===== config.mk =====
export PLATFORM = sky130hd
export DESIGN_NAME = gpio_bank
export DESIGN_NICKNAME = d
export VERILOG_FILES = /design/src/rtl/gpio_pkg.sv /design/src/rtl/gpio_sync.sv /design/src/rtl/gpio_regs.sv /design/src/rtl/gpio_pad_ctl.sv /design/src/rtl/gpio_alert.sv /design/src/rtl/gpio_bank.sv
export SDC_FILE = /design/constraint.sdc
export NUM_CORES = 1
export LEC_CHECK = 0
export BUFFER_PORTS_ARGS = -buffer_cell sky130_fd_sc_hd__buf_4
export CAP_MARGIN = 20
export CORE_AREA = 2 2 90 92
export CTS_CLUSTER_DIAMETER = 50
export DETAILED_ROUTE_END_ITERATION = 8
export DIE_AREA = 0 0 92 94
export PLACE_DENSITY = 0.69
export REMOVE_ABC_BUFFERS = 1
export SLEW_MARGIN = 20
export SYNTH_ARGS = -nofsm -noshare
export SYNTH_HDL_FRONTEND = slang
export SYNTH_SLANG_ARGS = --single-unit

===== constraint.sdc =====
create_clock -name clk -period 1.6 [get_ports clk]
set_input_delay 0.32 -clock clk [delete_from_list [all_inputs] [get_ports clk]]
set_output_delay 0.32 -clock clk [all_outputs]
set_load 0.005 [all_outputs]

===== src/rtl/gpio_pkg.sv =====
package gpio_pkg;
  localparam int ADDR_W   = 3;
  localparam int CTRL_GIE = 0;
  localparam int CTRL_FAN = 1;

  typedef enum logic [ADDR_W-1:0] {
    RA_CTRL  = 3'd0,
    RA_DIR   = 3'd1,
    RA_DRIVE = 3'd2,
    RA_MASK  = 3'd3,
    RA_OUT   = 3'd4,
    RA_STAT  = 3'd5,
    RA_PINS  = 3'd6,
    RA_FAN   = 3'd7
  } reg_addr_e;
endpackage


===== src/rtl/gpio_sync.sv =====
module gpio_sync #(
  parameter int NPINS  = 8,
  parameter int STAGES = 2
) (
  input  logic             clk,
  input  logic             rst,
  input  logic [NPINS-1:0] pad_in,
  output logic [NPINS-1:0] level,
  output logic [NPINS-1:0] change
);
  for (genvar i = 0; i < NPINS; i++) begin : g_pin
    logic [STAGES-1:0] chain;
    logic              prev;
    always_ff @(posedge clk) begin
      if (rst) begin
        chain <= '0;
        prev  <= 1'b0;
      end else begin
        chain <= {chain[STAGES-2:0], pad_in[i]};
        prev  <= chain[STAGES-1];
      end
    end
    assign level[i]  = chain[STAGES-1];
    assign change[i] = chain[STAGES-1] ^ prev;
  end
endmodule


===== src/rtl/gpio_regs.sv =====
module gpio_regs
  import gpio_pkg::*;
#(
  parameter int NPINS = 8,
  parameter int FAN_W = 4
) (
  input  logic              clk,
  input  logic              rst,
  input  logic              wr_en,
  input  logic              rd_en,
  input  logic [ADDR_W-1:0] addr,
  input  logic [NPINS-1:0]  wdata,
  input  logic [NPINS-1:0]  status,
  input  logic [NPINS-1:0]  level,
  output logic              gie,
  output logic              fan_en,
  output logic [NPINS-1:0]  dir,
  output logic [NPINS-1:0]  drive_od,
  output logic [NPINS-1:0]  imask,
  output logic [NPINS-1:0]  outv,
  output logic [FAN_W-1:0]  fanval,
  output logic [NPINS-1:0]  rdata,
  output logic              stat_rd
);
  reg_addr_e         ra;
  logic [NPINS-1:0]  rd_mux;

  assign ra      = reg_addr_e'(addr);
  assign stat_rd = rd_en && (ra == RA_STAT);

  always_ff @(posedge clk) begin
    if (rst) begin
      gie      <= 1'b0;
      fan_en   <= 1'b0;
      dir      <= '0;
      drive_od <= '0;
      imask    <= '0;
      outv     <= '0;
      fanval   <= '0;
    end else if (wr_en) begin
      case (ra)
        RA_CTRL: begin
          gie    <= wdata[CTRL_GIE];
          fan_en <= wdata[CTRL_FAN];
        end
        RA_DIR:   dir      <= wdata;
        RA_DRIVE: drive_od <= wdata;
        RA_MASK:  imask    <= wdata;
        RA_OUT:   outv     <= wdata;
        RA_FAN:   fanval   <= wdata[FAN_W-1:0];
        default: ;
      endcase
    end
  end

  always_comb begin
    rd_mux = '0;
    case (ra)
      RA_CTRL: begin
        rd_mux[CTRL_GIE] = gie;
        rd_mux[CTRL_FAN] = fan_en;
      end
      RA_DIR:   rd_mux = dir;
      RA_DRIVE: rd_mux = drive_od;
      RA_MASK:  rd_mux = imask;
      RA_OUT:   rd_mux = outv;
      RA_STAT:  rd_mux = status;
      RA_PINS:  rd_mux = level;
      RA_FAN:   rd_mux = {{(NPINS-FAN_W){1'b0}}, fanval};
      default:  rd_mux = '0;
    endcase
  end

  always_ff @(posedge clk) begin
    if (rst)        rdata <= '0;
    else if (rd_en) rdata <= rd_mux;
  end

  // a write to the direction register is visible on the next cycle
  a_r10_dir_write: assert property (@(posedge clk) disable iff (rst)
    (wr_en && ra == RA_DIR) |=> (dir == $past(wdata)));
endmodule


===== src/rtl/gpio_pad_ctl.sv =====
module gpio_pad_ctl #(
  parameter int NPINS = 8,
  parameter int FAN_W = 4
) (
  input  logic             clk,
  input  logic             rst,
  input  logic [NPINS-1:0] dir,
  input  logic [NPINS-1:0] drive_od,
  input  logic [NPINS-1:0] outv,
  input  logic             fan_en,
  input  logic [FAN_W-1:0] fanval,
  output logic [NPINS-1:0] pad_out,
  output logic [NPINS-1:0] pad_oe
);
  localparam int FAN_LO = NPINS - FAN_W;

  for (genvar i = 0; i < NPINS; i++) begin : g_pad
    logic gp_out, gp_oe;
    always_comb begin
      if (!dir[i]) begin
        gp_out = 1'b0;
        gp_oe  = 1'b0;
      end else if (drive_od[i]) begin
        gp_out = 1'b0;
        gp_oe  = ~outv[i];
      end else begin
        gp_out = outv[i];
        gp_oe  = 1'b1;
      end
    end

    logic nxt_out, nxt_oe;
    if (i >= FAN_LO) begin : g_fan
      assign nxt_out = fan_en ? fanval[i-FAN_LO] : gp_out;
      assign nxt_oe  = fan_en ? 1'b1 : gp_oe;

      // fan mode drives the pin from its fan-speed bit
      a_r7_fan_drive: assert property (@(posedge clk) disable iff (rst)
        $past(fan_en) |-> (pad_oe[i] && pad_out[i] == $past(fanval[i-FAN_LO])));
    end else begin : g_gp
      assign nxt_out = gp_out;
      assign nxt_oe  = gp_oe;
    end

    always_ff @(posedge clk) begin
      if (rst) begin
        pad_out[i] <= 1'b0;
        pad_oe[i]  <= 1'b0;
      end else begin
        pad_out[i] <= nxt_out;
        pad_oe[i]  <= nxt_oe;
      end
    end

    // an input pin never enables its pad driver (outside fan takeover)
    a_r1_input_released: assert property (@(posedge clk) disable iff (rst)
      ($past(!dir[i]) && !(i >= FAN_LO && $past(fan_en))) |-> !pad_oe[i]);

    // open-drain only ever pulls low
    a_r2_open_drain: assert property (@(posedge clk) disable iff (rst)
      ($past(dir[i] && drive_od[i]) && !(i >= FAN_LO && $past(fan_en)))
        |-> (!pad_out[i] && pad_oe[i] == !$past(outv[i])));
  end
endmodule


===== src/rtl/gpio_alert.sv =====
module gpio_alert #(
  parameter int NPINS = 8,
  parameter int FAN_W = 4
) (
  input  logic             clk,
  input  logic             rst,
  input  logic [NPINS-1:0] change,
  input  logic [NPINS-1:0] dir,
  input  logic [NPINS-1:0] imask,
  input  logic             gie,
  input  logic             fan_en,
  input  logic             stat_rd,
  input  logic             alert_ack,
  output logic [NPINS-1:0] status,
  output logic             alert_oe
);
  localparam int FAN_LO = NPINS - FAN_W;
  localparam logic [NPINS-1:0] FAN_PINS = {{FAN_W{1'b1}}, {FAN_LO{1'b0}}};

  logic [NPINS-1:0] is_input, ev_set, ev_qual;

  assign is_input = ~dir & ~(FAN_PINS & {NPINS{fan_en}});
  assign ev_set   = change & is_input;
  assign ev_qual  = ev_set & imask & {NPINS{gie}};

  always_ff @(posedge clk) begin
    if (rst)          status <= '0;
    else if (stat_rd) status <= ev_set;
    else              status <= status | ev_set;
  end

  always_ff @(posedge clk) begin
    if (rst)                       alert_oe <= 1'b0;
    else if (|ev_qual)             alert_oe <= 1'b1;
    else if (stat_rd || alert_ack) alert_oe <= 1'b0;
  end

  // a detected input change is held in status after the edge
  a_r3_change_latched: assert property (@(posedge clk) disable iff (rst)
    (|(change & ~dir & ~FAN_PINS)) |=> ((status & $past(change & ~dir & ~FAN_PINS))
                                        == $past(change & ~dir & ~FAN_PINS)));

  // the alert only rises after an enabled change from an input pin
  a_r5_alert_cause: assert property (@(posedge clk) disable iff (rst)
    $rose(alert_oe) |-> $past(gie && |(change & imask & ~dir)));

  // read or acknowledge releases the alert unless a new event arrives
  a_r6_alert_release: assert property (@(posedge clk) disable iff (rst)
    ((stat_rd || alert_ack) && !(|ev_qual)) |=> !alert_oe);

  // fan pins never set status while fan mode is on
  a_r8_fan_quiet: assert property (@(posedge clk) disable iff (rst)
    (fan_en && stat_rd) |=> ((status & FAN_PINS) == '0));
endmodule


===== src/rtl/gpio_bank.sv =====
module gpio_bank
  import gpio_pkg::*;
#(
  parameter int NPINS       = 8,
  parameter int SYNC_STAGES = 2
) (
  input  logic              clk,
  input  logic              rst,
  input  logic              wr_en,
  input  logic              rd_en,
  input  logic [ADDR_W-1:0] addr,
  input  logic [NPINS-1:0]  wdata,
  output logic [NPINS-1:0]  rdata,
  input  logic [NPINS-1:0]  pad_in,
  output logic [NPINS-1:0]  pad_out,
  output logic [NPINS-1:0]  pad_oe,
  input  logic              alert_ack,
  output logic              alert_oe
);
  localparam int FAN_W = NPINS / 2;

  logic [NPINS-1:0] level, change, status;
  logic [NPINS-1:0] dir, drive_od, imask, outv;
  logic [FAN_W-1:0] fanval;
  logic             gie, fan_en, stat_rd;

  gpio_sync #(.NPINS(NPINS), .STAGES(SYNC_STAGES)) u_sync (
    .clk(clk), .rst(rst), .pad_in(pad_in), .level(level), .change(change)
  );

  gpio_regs #(.NPINS(NPINS), .FAN_W(FAN_W)) u_regs (
    .clk(clk), .rst(rst), .wr_en(wr_en), .rd_en(rd_en), .addr(addr),
    .wdata(wdata), .status(status), .level(level), .gie(gie),
    .fan_en(fan_en), .dir(dir), .drive_od(drive_od), .imask(imask),
    .outv(outv), .fanval(fanval), .rdata(rdata), .stat_rd(stat_rd)
  );

  gpio_pad_ctl #(.NPINS(NPINS), .FAN_W(FAN_W)) u_pad (
    .clk(clk), .rst(rst), .dir(dir), .drive_od(drive_od), .outv(outv),
    .fan_en(fan_en), .fanval(fanval), .pad_out(pad_out), .pad_oe(pad_oe)
  );

  gpio_alert #(.NPINS(NPINS), .FAN_W(FAN_W)) u_alert (
    .clk(clk), .rst(rst), .change(change), .dir(dir), .imask(imask),
    .gie(gie), .fan_en(fan_en), .stat_rd(stat_rd), .alert_ack(alert_ack),
    .status(status), .alert_oe(alert_oe)
  );

  // reset releases every pad and the alert
  a_r9_reset_idle: assert property (@(posedge clk)
    $past(rst) |-> (pad_oe == '0 && !alert_oe && rdata == '0));
endmodule


==> results of run 1 <==
through the flow:
step                utilization  setup slack [ns]  instances
floorplan                     -             0.260        382
global placement          0.583            0.0307        568
detailed placement        0.583            0.0184        568
CTS                       0.609             0.173        584
global route              0.609            0.0315        584
finish                    0.609             0.149        584
final timing paths:
kind / startpoint / to / slack [ns] / depth (start not counted)
setup / recovery: u_regs.fan_en$_SDFFE_PP0P_ / u_alert.alert_oe$_SDFFE_PP0P_ / 0.15 / 4
hold / removal: pad_in[0] / u_sync.g_pin[0].chain[0]$_SDFF_PP0_ / 0.16 / 2
setup reg to reg: u_regs.fan_en$_SDFFE_PP0P_ / u_alert.alert_oe$_SDFFE_PP0P_ / 0.15 / 4
hold reg to reg: u_sync.g_pin[2].chain[0]$_SDFF_PP0_ / u_sync.g_pin[2].chain[1]$_SDFF_PP0_ / 0.44 / 1
cell usage after synthesis, drive strengths merged:
| library cell | count |
|---|---|
| dfxtp | 95 |
| nand2 | 60 |
| a21oi | 48 |
| nor2 | 37 |
| nor2b | 30 |
| mux2i | 14 |
| a221oi | 12 |
| clkbuf | 12 |
| nand2b | 10 |
| nor3 | 10 |
| mux2 | 8 |
| xnor2 | 8 |
| buf | 7 |
| inv | 7 |
| nand3 | 7 |
| nor4bb | 4 |
| o32ai | 4 |
| nor4b | 3 |
| o41ai | 3 |
| a221o | 2 |
| a22o | 2 |
| and3 | 2 |
| mux4 | 2 |
| nor3b | 2 |
| nor4 | 2 |
| o221ai | 2 |
| a2111oi | 1 |
| a22oi | 1 |
| a311oi | 1 |
| a31oi | 1 |
| a32oi | 1 |
| and2b | 1 |
| nand4 | 1 |
| o211a | 1 |
state kept, by name, summed over array words and instances (netlist names):
signal              cells
u_sync.g_pin.chain     16
u_alert.status          8
u_pad.pad_oe            8
u_pad.pad_out           8
u_regs.dir              8
u_regs.drive_od         8
u_regs.imask            8
u_regs.outv             8
u_regs.rdata            8
u_sync.g_pin.prev       8
u_regs.fanval           4
u_alert.alert_oe        1
u_regs.fan_en           1
u_regs.gie              1
power groups by stage:
stage          clock network (mW)  registers (mW)  logic (mW)
4_1_cts                      1.62            2.48       0.428
6_report                     1.57            2.48       0.431
3_3_place_gp                    0            2.54       0.417
3_5_place_dp                    0            2.54       0.427
5_1_grt                      1.72            2.49       0.467
2_1_floorplan                   0            2.53       0.180
layout make-up:
type	count	share of cell area
clock buffers	11	0.0305
clock inverters	5	0.0122
inverters	7	0.00621
multi-input cells	280	0.369
flip-flops and latches	95	0.411
well taps	102	0.0276
repair buffers	84	0.144
cell families (layout without fill, tap and decap cells):
group	count (synthesis)	count (layout)
AOI/OAI and AO/OA	79	79
xor gates and xnor gates	8	8
buffers and inverters	26	107
DFF	95	95
muxes	24	24
and+or+nand+nor	169	169
routing by layer:
layer  share of wire  vias up  GRT usage
met2            0.47      122      0.384
met3           0.075       12     0.0610
li1                -     1561          -
met4           0.016        0     0.0896
met5               0        -          0
met1            0.44     1525      0.317
worst max-delay path, delay by kind of cell (launching register included):
kind | cells | cell delay [ns]
flip-flops | 1 | 0.41
AND/OR/NAND/NOR | 1 | 0.32
AO/OA/AOI/OAI | 2 | 0.42
buffers and inverters | 1 | 0.22
==> summary.md, run 1 <==
| Metric | Value |
|---|---|
| Critical path endpoint category | `flip-flop` |
| Final Cell Area | `0.00463 mm^2` |
| Die H | `94 um` |
| Routed WL | `9.86 mm` |
| Remaining antenna violation count | `0` |
| Clock skew | `0.00598 ns` |
| Filler Cells Inserted | `700` |
| VDD IR max | `0.589 mV` |
| Most frequent cells in the layout | `dfxtp_1 (95), buf_4 (81), nand2_1 (60)` |
| Rows | `32` |
| Drt first pass iters | `5` |
| Worst-path maximum fanout | `8` |
| Worst path cell trace | `buf_4, nor3_1, a221oi_1, a311oi_1` |
| Vias post-DR | `3220` |
| Relative slew margins | `0.692` |
| Share of layout cells above drive strength 1 | `0.241` |
| Synth Area in XOR/XNOR | `0.0188` |
| Multi-input gate area | `0.00171 mm^2` |
| Die width | `92 um` |
| Simple-Gate Fraction of Synth Area | `0.228` |
| Total GRT Usage | `0.241` |
| Final Hold Fails | `0` |
| Arrival @ worst endpoint | `1.73 ns` |
| Nets | `501` |
| Port buffer count | `48` |
| Sequential share of power | `0.554` |
| Num CTS Buffers | `9` |
| Final setup fails | `0` |
| WP data required | `1.88 ns` |
| Maxcap violations | `0` |
| Initial antenna violation count | `0` |
| Post-synth top area cell | `dfxtp_1` |
| Worst Max-Slew Pin Slew | `0.456 ns` |
| Synthesized cell area | `0.00373 mm^2` |
| Clk buf depth | `2` |
| Adder-cell share of the synthesized area | `0` |
| Pint | `3.40 mW` |
| Post-DR vias/cell | `5.51` |
| DIE AREA | `0.00865 mm^2` |
| Number of I/O pins | `49` |
| Worst Hold Slack | `0.163 ns` |
| CP max stage delay | `0.41 ns` |
| Cells after Synth | `401` |
| Pwr Density | `968 mW/mm^2` |
| Hold_buf cts | `0` |
| Fmax | `689 MHz` |
| Core area | `0.00761 mm^2` |
| Status | `finished, final reports clean` |
| Initial Utilization | `0.491` |
| Clock-pin slew on the worst setup and hold paths | `0.09 ns` |
| Final worst path period need | `1.45 ns` |
| Compound-Gate Fraction of Synth Area | `0.137` |
| Worst-Skew Late Latency | `0.36 ns` |
| Commonest non-fill, non-tap cell in the layout | `dfxtp_1` |
| Worst Hold Class | `input pin to flip-flop` |
| Postcts setup bufs | `0` |
| Register area | `0.00190 mm^2` |
| Gr ovfl total | `0` |
| First-pass GRT wire length | `15.9 mm` |
| Distinct cells, synth | `42` |
| First DRT Iteration DRCs | `192` |
| Period utilisation layout | `0.907` |
| Largest net degree at the start of global routing | `51` |
| Synth area leaders | `dfxtp_1 (51%), a21oi_1 (6.4%), nand2_1 (6.0%)` |
| Slew Limit Fails | `0` |
| Seq/Total Area, Yosys | `0.509` |
| DR DRC count | `0` |
| Syn avg cell area | `9.31 um^2` |
| DR WL/cell | `16.9 um` |
| DP Wirelength | `7.08 mm` |
| CP startpoint kind | `flip-flop` |
| TNS Setup | `0 ns` |
| Synth top area share | `0.509` |
| P&R area growth vs syn | `24.0%` |
| Psw | `1.08 mW` |
| Pleak | `1.82 nW` |
| CTS root buf | `clkbuf_8` |
| H-Tree Level Count | `3` |
| Clock sinks | `95` |
| Diodes inserted | `0` |
| Cts repair resizes | `0` |
| Logic pwr share | `0.096` |
| Placer congestion estimate | `0.918` |
| Main combinational cell family by area after synthesis | `simple AND/OR/NAND/NOR gates` |
| Crit-path slowest cell | `dfxtp_1` |
| RSZ-0062 raised after global routing | `no` |
| Placement Cell Area | `0.00443 mm^2` |
| Synth warn | `0` |
| WS Path Type | `flip-flop to flip-flop` |
| Clock power share | `0.350` |
| CTS tree | `done` |
| Overall power | `4.48 mW` |
| Vias in the first global route | `3067` |
| Sw frac | `0.240` |
| Mux cell area share after synthesis | `0.0737` |
| Seq cells post-synth | `95` |
(Power assumes the default switching activity.)
==> run 2, diff against run 1 <==
ABC_AREA = 1   (was unset)
CORE_AREA = 2 2 91 93   (was 2 2 90 92)
DIE_AREA = 0 0 93 95   (was 0 0 92 94)
==> run 2 against run 1 <==
  * Final area is 2.5% lower
  * Die area is 2.2% higher
  * Area after synthesis is 1.8% higher
  * Highest routed layer unchanged
  * Total power is 2.5% lower
  * Sequential power hardly changed
  * Via count is 11% higher
==> summary.md, run 2 <==
| Metric | Value |
|---|---|
| Status | `finished, final reports clean` |
| Worst-Skew Late Latency | `0.36 ns (about the same)` |
| Vias in the first global route | `3220 (+5.0%)` |
| Max reg flops | `16 (unchanged)` |
| Share of layout cells above drive strength 1 | `0.163 (-0.0777)` |
| Clock skew | `0.0157 ns (+0.00976 ns)` |
| Final worst path period need | `1.46 ns (+0.00455 ns)` |
| Clock sinks | `95 (unchanged)` |
| Simple-Gate Fraction of Synth Area | `0.281 (+0.0529)` |
| Mux cell area share after synthesis | `0 (-0.0737)` |
| Sw frac | `0.263 (+0.0223)` |
| Synth top area share | `0.500 (-0.00905)` |
| Post-synth top area cell | `dfxtp_1` |
| Period utilisation layout | `0.909 (+0.00284)` |
| CTS root buf | `clkbuf_8` |
| Final Non-Filler Cells | `688 (+18%)` |
| Routed WL | `10.3 mm (+4.1%)` |
| Nets | `602 (+20%)` |
| RSZ-0062 raised after global routing | `no` |
| First-pass GRT wire length | `16.1 mm (+1.1%)` |
| Slew Limit Fails | `0 (unchanged)` |
| Syn avg cell area | `7.31 um^2 (-21%)` |
| Adder-cell share of the synthesized area | `0 (unchanged)` |
| Most frequent cells in the layout | `nand2_1 (98), dfxtp_1 (95), nor2_1 (88)` |
| CTS tree | `done` |
| Arrival @ worst endpoint | `1.71 ns (-0.02 ns)` |
| Post-DR vias/cell | `5.21 (-5.5%)` |
| Commonest non-fill, non-tap cell in the layout | `nand2_1` |
| Logic pwr share | `0.093 (-0.003)` |
| Gr ovfl total | `0 (unchanged)` |
| Number of I/O pins | `49 (unchanged)` |
| H-Tree Level Count | `3 (unchanged)` |
| P&R area growth vs syn | `18.8%` |
| Psw | `1.15 mW (+6.6%)` |
| Distinct cells, synth | `25 (-40%)` |
| Main combinational cell family by area after synthesis | `simple AND/OR/NAND/NOR gates` |
| Pint | `3.22 mW (-5.3%)` |
| Pwr Density | `967 mW/mm^2 (about the same)` |
| Fmax | `687 MHz (-0.31%)` |
| Synth Area in XOR/XNOR | `0 (-0.0188)` |
| Seq cells post-synth | `95 (unchanged)` |
| Die width | `93 um (+1.1%)` |
| Finished Core Util | `0.570 (-0.0390)` |
| Cts repair resizes | `0 (unchanged)` |
| Fraction of registers with async set/reset | `0 (unchanged)` |
| Relative slew margins | `0.587 (-0.105)` |
| Initial antenna violation count | `0 (unchanged)` |
| Largest net degree at the start of global routing | `35 (-31%)` |
| Diodes inserted | `0 (unchanged)` |
| Vias post-DR | `3586 (+11%)` |
| Cells after Synth | `520 (+30%)` |
| Largest Register | `u_sync.g_pin.chain` |
| Postcts setup bufs | `0 (unchanged)` |
| Clock power share | `0.336 (-0.014)` |
| Main synth FF type | `dfxtp_1` |
| Sequential share of power | `0.572 (+0.018)` |
| Critical path endpoint category | `flip-flop` |
| Synth area leaders | `dfxtp_1 (50%), nand2_1 (9.7%), nor2_1 (8.7%)` |
| DP Wirelength | `7.76 mm (+9.7%)` |
| Final setup fails | `0 (unchanged)` |
| Seq/Total Area, Yosys | `0.500 (-0.00905)` |
| Remaining antenna violation count | `0 (unchanged)` |
| Worst-path maximum fanout | `8 (unchanged)` |
| Die H | `95 um (+1.1%)` |
| Drt first pass iters | `5 (unchanged)` |
| Initial Utilization | `0.480 (-0.0113)` |
| CP startpoint kind | `flip-flop` |
| Pleak | `1.95 nW (+7.4%)` |
| VDD IR max | `0.457 mV (-22%)` |
| Total GRT Usage | `0.242 (+0.000730)` |
| DR DRC count | `0 (unchanged)` |
| WP data required | `1.86 ns (-0.02 ns)` |
| Commonest cells in the synthesized netlist | `nand2_1 (98), dfxtp_1 (95), nor2_1 (88)` |
| Compound-Gate Fraction of Synth Area | `0.132 (-0.00540)` |
| Synthesized cell area | `0.00380 mm^2 (+1.8%)` |
| Worst Hold Slack | `0.150 ns (-0.0126 ns)` |
| Placer congestion estimate | `0.928 (+1.1%)` |
| Synth warn | `0 (unchanged)` |
| TNS Setup | `0 ns (unchanged)` |
| Num CTS Buffers | `9 (unchanged)` |
| Worst Max-Slew Pin Slew | `0.615 ns (+0.158 ns)` |
| Count leader, synth | `nand2_1` |
| Final Hold Fails | `0 (unchanged)` |
| WS Path Type | `flip-flop to flip-flop` |
| Rows | `33 (+3.1%)` |
| Port buffer count | `48 (unchanged)` |
| Worst Hold Class | `input pin to flip-flop` |
| DIE AREA | `0.00884 mm^2 (+2.2%)` |
| DR WL/cell | `14.9 um (-12%)` |
| Hold_buf cts | `0 (unchanged)` |
| Clk buf depth | `2 (unchanged)` |
| Maxcap violations | `0 (unchanged)` |
| Number of enable flip-flop cells after synthesis | `0 (unchanged)` |
| Cells after DPL | `672 (+18%)` |
| First DRT Iteration DRCs | `286 (+49%)` |
| Clock-pin slew on the worst setup and hold paths | `0.09 ns (about the same)` |
| Core area | `0.00793 mm^2 (+4.2%)` |
## run 2: changes by cell type after synthesis, moves of 10 or more
cell | previous run | this run
inv_1 | 5 | 56
nor2_1 | 37 | 88
o21ai_0 | 0 | 39
nand2_1 | 60 | 98
nor2b_1 | 30 | 0
nand3_1 | 6 | 26
nand4_1 | 1 | 18
mux2i_1 | 14 | 0
a221oi_1 | 12 | 0
nand2b_1 | 10 | 0
## run 2: per-layer routing
| metal | routed length, um | track usage | vias to the layer above |
|---|---|---|---|
| met4 | 409 | 0.136 | 0 |
| li1 | - | - | 1790 |
| met1 | 4630 | 0.314 | 1630 |
| met3 | 616 | 0.0415 | 25 |
| met2 | 4610 | 0.382 | 141 |
| met5 | 0 | 0 | - |
## run 2: per-stage QoR
step | setup WS (ns) | instance area, um^2 | power [mW]
after floorplan | 0.389 | 3700 | 2.72
after global placement | -0.0513 | 4340 | 2.94
after detailed placement | -0.0301 | 4340 | 2.95
after CTS | 0.163 | 4520 | 4.39
after global routing | 0.0559 | 4520 | 4.54
final | 0.145 | 4520 | 4.37
## run 2: path summary, 6_finish.rpt
| check | slack, ns | endpoint | startpoint | depth (start not counted) |
|---|---|---|---|---|
| hold / removal | 0.15 | u_sync.g_pin[7].chain[0]$_SDFF_PP0_ | pad_in[7] | 3 |
| setup reg to reg | 0.14 | u_alert.alert_oe$_SDFFE_PP0P_ | u_regs.fan_en$_SDFFE_PP0P_ | 7 |
| hold reg to reg | 0.39 | u_sync.g_pin[4].chain[1]$_SDFF_PP0_ | u_sync.g_pin[4].chain[0]$_SDFF_PP0_ | 2 |
| setup / recovery | 0.14 | u_alert.alert_oe$_SDFFE_PP0P_ | u_regs.fan_en$_SDFFE_PP0P_ | 7 |
## run 2: cell families after synthesis
logic type,count (synthesis)
flops,95
buf+inv,82
simple gates,246
compound gates,97
## run 2: area by class of cell
class	instances	area (um^2)
fill	783	3410
sequential	95	1900
multi-input combinational	343	1570
timing repair buffer	67	503
inverter	62	233
clock buffer	11	141
tap	105	131
clock inverter	5	40.0
## run 2: power by group through the flow
stage          clock network (mW)  logic, mW  registers [mW]
5_1_grt                      1.58      0.449            2.51
2_1_floorplan                   0      0.182            2.54
4_1_cts                      1.49      0.402            2.50
6_report                     1.47      0.404            2.50
3_3_place_gp                    0      0.394            2.55
3_5_place_dp                    0      0.399            2.55
## run 2: worst max-delay path, cell delays in order, from the launching register on
cell and delay (ns):
dfxtp_1 0.63, nor2_1 0.20, nand4_1 0.14, nand2_1 0.07, nor2_1 0.13, nand3_1 0.08, nand2_1 0.06, inv_1 0.04
